<file path="src/rtl/trace_pkg.sv">
package trace_pkg;
  localparam int ADDR_W      = 24;
  localparam int DATA_W      = 32;
  localparam int INFO_W      = 8;
  localparam int LINE_W      = DATA_W + INFO_W + ADDR_W;
  localparam int INFO_TS_BIT = 1;

  typedef struct packed {
    logic [DATA_W-1:0] data;
    logic [INFO_W-1:0] info;
    logic [ADDR_W-1:0] addr;
  } line_t;

  function automatic logic [INFO_W-1:0] acc_info(input logic wr, input logic [1:0] sz);
    return {wr, 1'b0, sz, 4'b0000};
  endfunction

  function automatic logic [INFO_W-1:0] ts_info(input logic pc_flag);
    return {6'b000000, 1'b1, pc_flag};
  endfunction
endpackage

</file>
<file path="src/rtl/trc_ts_counter.sv">
module trc_ts_counter #(
  parameter int W = 16
) (
  input  logic         clk,
  input  logic         rst_n,
  input  logic         clr,
  output logic [W-1:0] val
);
  localparam logic [W-1:0] MAX = '1;

  logic [W-1:0] cnt_q, cnt_d;

  always_comb begin
    if (clr)              cnt_d = '0;
    else if (cnt_q != MAX) cnt_d = cnt_q + 1'b1;
    else                  cnt_d = cnt_q;
  end

  always_ff @(posedge clk or negedge rst_n) begin
    if (!rst_n) cnt_q <= '0;
    else        cnt_q <= cnt_d;
  end

  assign val = cnt_q;
endmodule

</file>
<file path="src/rtl/trc_entry_counter.sv">
module trc_entry_counter #(
  parameter int W = 8
) (
  input  logic         clk,
  input  logic         rst_n,
  input  logic         inc,
  output logic [W-1:0] cnt
);
  localparam logic [W-1:0] STEP = W'(2);

  logic [W-1:0] cnt_q, cnt_d;

  always_comb begin
    cnt_d = cnt_q;
    if (inc) cnt_d = cnt_q + STEP;
  end

  always_ff @(posedge clk or negedge rst_n) begin
    if (!rst_n) cnt_q <= '0;
    else        cnt_q <= cnt_d;
  end

  assign cnt = cnt_q;
endmodule

</file>
<file path="src/rtl/trc_line_build.sv">
module trc_line_build
  import trace_pkg::*;
#(
  parameter int TS_W = 16
) (
  input  logic              sel_ts,
  input  logic [ADDR_W-1:0] acc_addr,
  input  logic [DATA_W-1:0] acc_data,
  input  logic [1:0]        acc_size,
  input  logic              acc_write,
  input  logic [TS_W-1:0]   ts_val,
  input  logic              pc_valid,
  input  logic [ADDR_W-1:0] pc_addr,
  output line_t             line
);
  always_comb begin
    if (sel_ts) begin
      line.data = DATA_W'(ts_val);
      line.info = ts_info(pc_valid);
      line.addr = pc_valid ? pc_addr : '0;
    end else begin
      line.data = acc_data;
      line.info = acc_info(acc_write, acc_size);
      line.addr = acc_addr;
    end
  end
endmodule

</file>
<file path="src/rtl/detail_trace.sv">
module detail_trace
  import trace_pkg::*;
#(
  parameter int TS_W  = 16,
  parameter int CNT_W = 8
) (
  input  logic              clk,
  input  logic              rst_n,
  input  logic              acc_valid,
  input  logic [23:0]       acc_addr,
  input  logic [31:0]       acc_data,
  input  logic [1:0]        acc_size,
  input  logic              acc_write,
  input  logic              pc_valid,
  input  logic [23:0]       pc_addr,
  input  logic              ts_en,
  output logic              wr_en,
  output logic [63:0]       wr_line,
  output logic [CNT_W-1:0]  entry_cnt
);
  // Timestamp decision waits one cycle to see whether the slot is free.
  logic            pend_q, pend_d;
  logic            sel_ts;
  logic            wr_d, wr_q;
  line_t           line_d, line_q;
  logic [TS_W-1:0] ts_val;

  always_comb begin
    sel_ts = pend_q && !acc_valid;
    wr_d   = acc_valid || sel_ts;
    pend_d = acc_valid && ts_en;
  end

  trc_ts_counter #(.W(TS_W)) u_ts (
    .clk   (clk),
    .rst_n (rst_n),
    .clr   (sel_ts),
    .val   (ts_val)
  );

  trc_line_build #(.TS_W(TS_W)) u_build (
    .sel_ts    (sel_ts),
    .acc_addr  (acc_addr),
    .acc_data  (acc_data),
    .acc_size  (acc_size),
    .acc_write (acc_write),
    .ts_val    (ts_val),
    .pc_valid  (pc_valid),
    .pc_addr   (pc_addr),
    .line      (line_d)
  );

  trc_entry_counter #(.W(CNT_W)) u_cnt (
    .clk   (clk),
    .rst_n (rst_n),
    .inc   (wr_d),
    .cnt   (entry_cnt)
  );

  always_ff @(posedge clk or negedge rst_n) begin
    if (!rst_n) begin
      pend_q <= 1'b0;
      wr_q   <= 1'b0;
    end else begin
      pend_q <= pend_d;
      wr_q   <= wr_d;
    end
  end

  always_ff @(posedge clk or negedge rst_n) begin
    if (!rst_n)    line_q <= '0;
    else if (wr_d) line_q <= line_d;
  end

  assign wr_en   = wr_q;
  assign wr_line = line_q;
endmodule

</file>
<file path="config.mk">
export PLATFORM = sky130hd
export DESIGN_NAME = detail_trace
export DESIGN_NICKNAME = d
export VERILOG_FILES = /design/src/rtl/trace_pkg.sv /design/src/rtl/trc_ts_counter.sv /design/src/rtl/trc_entry_counter.sv /design/src/rtl/trc_line_build.sv /design/src/rtl/detail_trace.sv
export SDC_FILE = /design/constraint.sdc
export NUM_CORES = 1
export LEC_CHECK = 0
export BUFFER_PORTS_ARGS = -buffer_cell sky130_fd_sc_hd__buf_2
export CAP_MARGIN = 20
export CORE_ASPECT_RATIO = 1.2
export CORE_MARGIN = 1.5
export CORE_UTILIZATION = 45
export CTS_CLUSTER_DIAMETER = 150
export DETAILED_ROUTE_END_ITERATION = 8
export MAX_ROUTING_LAYER = met4
export PLACE_DENSITY = 0.76
export SLEW_MARGIN = 0
export SYNTH_ARGS = -nofsm -noshare
export SYNTH_HDL_FRONTEND = slang
export SYNTH_SLANG_ARGS = --single-unit
</file>
<file path="constraint.sdc">
create_clock -name clk -period 2.2 [get_ports clk]
set_input_delay 0 -clock clk [delete_from_list [all_inputs] [get_ports clk]]
set_output_delay 0 -clock clk [all_outputs]
set_load 0.02 [all_outputs]
</file>
# Yosys cells after proc, flatten, opt, wreduce, memory -nomap -nowiden
# Index checks and enable logic that the tools add are counted.
# word_totals
register_bits	90
output_inout_bits	73
wordCells	19
# op_classes
eq_ne	1
muxes	4
add_sub_neg	2
n_reduce_logical	5
# ops
cell	count
64-bit two-way mux	1
16-bit two-way mux	2
24-bit two-way mux	1
16-bit by 1-bit adder with 16-bit output (second input constant)	1
16-bit != test (second input constant)	1
8-bit by 2-bit adder with 8-bit output (second input constant)	1
1-bit logical AND	2
2-bit nonzero test	1
1-bit zero test	1
1-bit logical OR	1

# Depth between registers and ports, before layout
# depth
word_depth	3
mapped_depth	6

# Modules after synthesis
# From an unflattened synthesis, not the netlist that was laid out.
# unflattened
hier_cells	337
hier_area_um2	4536.9
# by_module_without_submodules
mod	seq_area_each_um2	cells_each	instances	area_each_um2
detail_trace	1651.6	141	1	2696.3
trc_ts_counter	400.4	97	1	912.1
trc_line_build	0.0	75	1	634.4
trc_entry_counter	175.2	24	1	294.0

# Least setup slack after synthesis
# No wires, ideal clock.
# synth_timing
path_type	register to register
from	register u_ts.cnt_q[0], in the netlist u_ts.val[0]
to	register u_ts.cnt_q[10], in the netlist u_ts.val[10]
stages_incl_launch_ff	7
path_buffers	1
t_arrival_ps	1602
path_slack_ps	521
cell_sequence	dfrtp_1 -> ha_1 -> nand3_1 -> or2_0 -> buf_2 -> or4_1 -> a21oi_1
# synth_via
elab_chain_cells	3
word_cells_on_any_way	5
classes_between	add/sub (1); eq/ne (1); mux (2); reduce/logical (1)
# synth_rtl
element	line_no	source
start: declaration	trc_ts_counter.sv:11	logic [W-1:0] cnt_q, cnt_d;
start signal: assignment	trc_ts_counter.sv:21	else cnt_q <= cnt_d;
16-bit by 1-bit adder with 16-bit output	trc_ts_counter.sv:15	else if (cnt_q != MAX) cnt_d = cnt_q + 1'b1;
16-bit two-way mux	trc_ts_counter.sv:15	
16-bit two-way mux	trc_ts_counter.sv:14	if (clr) cnt_d = '0;
# Several ways; a longest one is shown, not always the timed one. The select of a mux whose other input is x is not followed.
# A chain may end at the register's enable or synchronous reset.

# Worst setup path after layout
# layout_timing
from	register pend_q
to	register line_q (netlist bit wr_line[0])
# layout_via
elab_chain_cells	2
word_cells_on_any_way	3
classes_between	mux (1); reduce/logical (2)
# layout_rtl
element	line_no	source
start: declaration	detail_trace.sv:22	logic pend_q, pend_d;
start signal: assignment	detail_trace.sv:65	pend_q <= pend_d;
1-bit logical AND *	detail_trace.sv:29	sel_ts = pend_q && !acc_valid;
64-bit two-way mux / 1-bit logical OR (equally long branches)	trc_line_build.sv:17, detail_trace.sv:30	
end signal: assignment	detail_trace.sv:72	else if (wr_d) line_q <= line_d;
end: declaration	detail_trace.sv:25	line_t line_d, line_q;
# Every way passes the cells marked *; elsewhere a longest branch is shown, timed or not.

==> summary.txt <==
Timing
  – Final worst slack: 0.1720 ns
  – Setup TNS Final: 0 ns
  – Final hold slack: 0.1412 ns
  – Final Cycle Share: 92.18%
  – Slew Limit Fails: 0
  – Top achievable clock speed: 493.1 MHz
  – Clk_skew: ~0.014 ns
  – Max-slew headroom: 61.27%
  – RSZ-0062 raised after global routing: false
  – Final worst path period need: 2.028 ns
  – Setup violators final: 0
  – Slew @ Worst Pin: about 0.58 ns
  – Final Hold Violating Endpoints: 0

Floorplanning
  – Die height: 103.8 µm
  – Die area: 0.009030 mm²
  – Die extent in x: a little under 90 µm
  – Core footprint: 0.008153 mm²
  – Starting Density: 46.73%
  – IO Pins: 161
  – Row cnt: 36

Clocking
  – TritonCTS Buffers: 9
  – Maximum clock insertion buffer count: 2
  – Root buffer cell: clkbuf_8
  – CTS tree: yes
  – H-tree depth: 3
  – Post-CTS Setup Bufs: 0
  – Worst skew pair latency: 0.36 ns
  – Clock Sinks: 86
  – Reg clk slew, reported paths: 0.09 ns

Pwr
  – Comb pwr share: approximately a quarter
  – Switch share: about a third
  – Worst vdd ir: about 0.45 mV
  – Power per Cell Area: 733.0 mW/mm²
  – Int Pwr: 2821 µW
  – Reg power frac: between 40% and 50%
  – Net Sw Power: ~1400 µW
  – Clock share of power: 27.1%
  – Leak: 0.002756 µW

Synthesis
  – Mux contribution to synthesized area: 4.762%
  – Synth Area in Compound Gates: between 15 and 20%
  – Synthesis Warnings: 0
  – Synth Area in XOR/XNOR: under 10%
  – Async set-or-reset flop fraction in the synthesized netlist: 100.0%
  – Adder-cell area share of the yosys netlist: less than 1%
  – Post-synth EDFFs: 0
  – Synth Register Bits: 86
  – Simple-gate share of the synthesized area: 13.07%
  – Mean post-synth cell area: around 10 µm²
  – Synth unique cells: slightly above 40
  – Post-Synthesis Cells: ~370
  – Register area share after synthesis: 56.49%
  – Mapped Area: 0.003810 mm²
  – Top FF cell, synth: dfrtp_1
  – Largest family of logic cells by synthesized area: compound AO/OA/AOI/OAI gates

Routing
  – DR iter-0 viols: 239
  – DR WL/cell: between 15 and 20 µm
  – DRC: 0
  – Wirelength, routed: 11210 µm
  – Via/cell ratio: 5.232
  – Via Count: about 3800
  – DR pass1 iterations: 5
  – Detail Route Antenna Nets: 0

Cells and area
  – Cell area after layout: 0.005753 mm²
  – Area of the multi-input gates: 0.001515 mm²
  – Filler cells: a little under 600
  – # diodes: 0
  – Register area: 0.002152 mm²
  – Commonest non-fill, non-tap cell in the layout: buf_2
  – Layout cells sized above 1: between 30% and 40%
  – Commonest non-fill, non-tap cells in the layout: buf_2 (155), dlygate4sd3_1 (86), dfrtp_1 (86)
  – Area Overhead vs Synth: 51.00%
  – Nets: 692

Hold path
  – Worst Hold Class: in -> async

Critical path
  – Reg2reg path depth: 6
  – Crit-path max FO: 25
  – WP data arrival: approximately 2.3 ns
  – CP Capture Type: flip-flop
  – CP Launch Type: flip-flop
  – Critical R2R Capture: wr_line[0]
  – Register-to-register setup slack: 0.17 ns
  – FF-to-FF Start: pend_q
  – Crit Path Class: reg -> reg
  – Crit path required time: 2.44 ns

GRT
  – Pin count of the biggest net entering global routing: 64
  – First-pass GRT wire length: 18020 µm
  – Congestion Overflow GR: 0
  – Initial antenna violation count: 0
  – Gr usage total: 26.19%
  – Vias in the first global route: roughly 3900

Placed design
  – Post-DP HPWL: a little under 7000 µm
  – Placed Area: 0.004687 mm²
  – RD Place Congestion: between 0.8 and 0.9
  – Worst slack at placement: 0.4061 ns
  – Port Buffer Count: roughly 160

Run status
  – Status: complete, no violations

Run
  – MaxCap Viol Count: 0
[final cells by class]
cell class / count / area share [%]
clock inverter: 7 / 1.392
timing repair buffer: 251 / 29.97
multi-input combinational: 250 / 26.34
clock buffer: 9 / 2.153
inverter: 4 / 0.2610
tap: 114 / 2.479
sequential: 86 / 37.41
[stage by stage]
stage               total power (µW)  instances  utilization, %
global route                    4420        721           70.56
finish                          4217        721           70.56
CTS                             4219        721           70.55
global placement                2907        619           57.49
floorplan                       2556        368               -
detailed placement              2943        619           57.49
[per-layer routing]
layer | vias up | share of wire, % | global-route usage, %
li1 | 1782 | - | -
met1 | 1800 | 39 | 30.24
met2 | 148 | 53 | 43.41
met3 | 42 | 4.0 | 3.665
met4 | 0 | 4.2 | 14.06
met5 | - | 0 | -
[synthesized netlist by cell type, types with 4 or more instances]
master	instances	area (µm²)
nand3_1	10	50.05
a22o_1	19	166.4
a21oi_1	13	65.06
dfrtp_1	86	2152
o21ai_0	47	235.2
or3_1	5	31.28
buf_2	4	20.02
a22oi_1	24	180.2
nor2_1	11	41.29
xnor2_1	4	35.03
clkbuf_1	15	56.30
nor3_1	5	25.02
buf_4	4	30.03
nand2_1	55	206.5
mux2i_1	17	170.2
[how the worst max path moves through the flow]
| stage | depth (start not counted) | slack [ns] | from | endpoint |
|---|---|---|---|---|
| after floorplan | 6 | 0.52 | u_ts.val[0] | u_ts.val[10] |
| after global routing | 6 | 0.007 | pend_q | wr_line[10] |
| after detailed placement | 5 | 0.41 | u_ts.val[0] | u_ts.val[10] |
| after global placement | 5 | 0.45 | u_ts.val[0] | u_ts.val[10] |
| after CTS | 4 | 0.10 | pend_q | wr_line[20] |
| final | 6 | 0.17 | pend_q | wr_line[0] |
[repair_timing]
| action | in CTS | in global routing |
|---|---|---|
| setup endpoints to repair | 0 | 24 |
| hold endpoints to repair | 97 | 0 |
| hold buffers | 86 | 0 |
| resized for setup | 0 | 1 |
[power by group through the flow]
stage	clock network, µW	registers (µW)	logic (µW)
2_1_floorplan	0	2180	371
3_3_place_gp	0	2010	902
3_5_place_dp	0	2010	933
4_1_cts	1160	1980	1070
5_1_grt	1220	2020	1180
6_report	1140	1990	1080
[critical path: stages (launching register included)]
cell	delay (ns)
dfrtp_1	0.38
buf_4	0.24
clkinv_1	0.11
buf_4	0.23
a22oi_1	0.21
o21ai_0	0.13
dlygate4sd3_1	0.61
[sequential cells by signal (all words and copies together) (netlist names)]
| name | count |
|---|---|
| u_ts.val | 16 |
| wr_line | 61 |
| wr_en | 1 |
| u_cnt.cnt | 7 |
| pend_q | 1 |
[cells by family (layout without fill, tap and decap cells)]
| kind of cell | after synthesis | count (layout) |
|---|---|---|
| simple gates | 105 | 105 |
| xor+xnor | 6 | 6 |
| compound gates | 115 | 115 |
| mux | 18 | 18 |
| flops | 86 | 86 |
| fa+ha+maj | 2 | 2 |
| other cells | 1 | 4 |
| buf+inv | 32 | 271 |
Power figures use the tool's default switching activity.
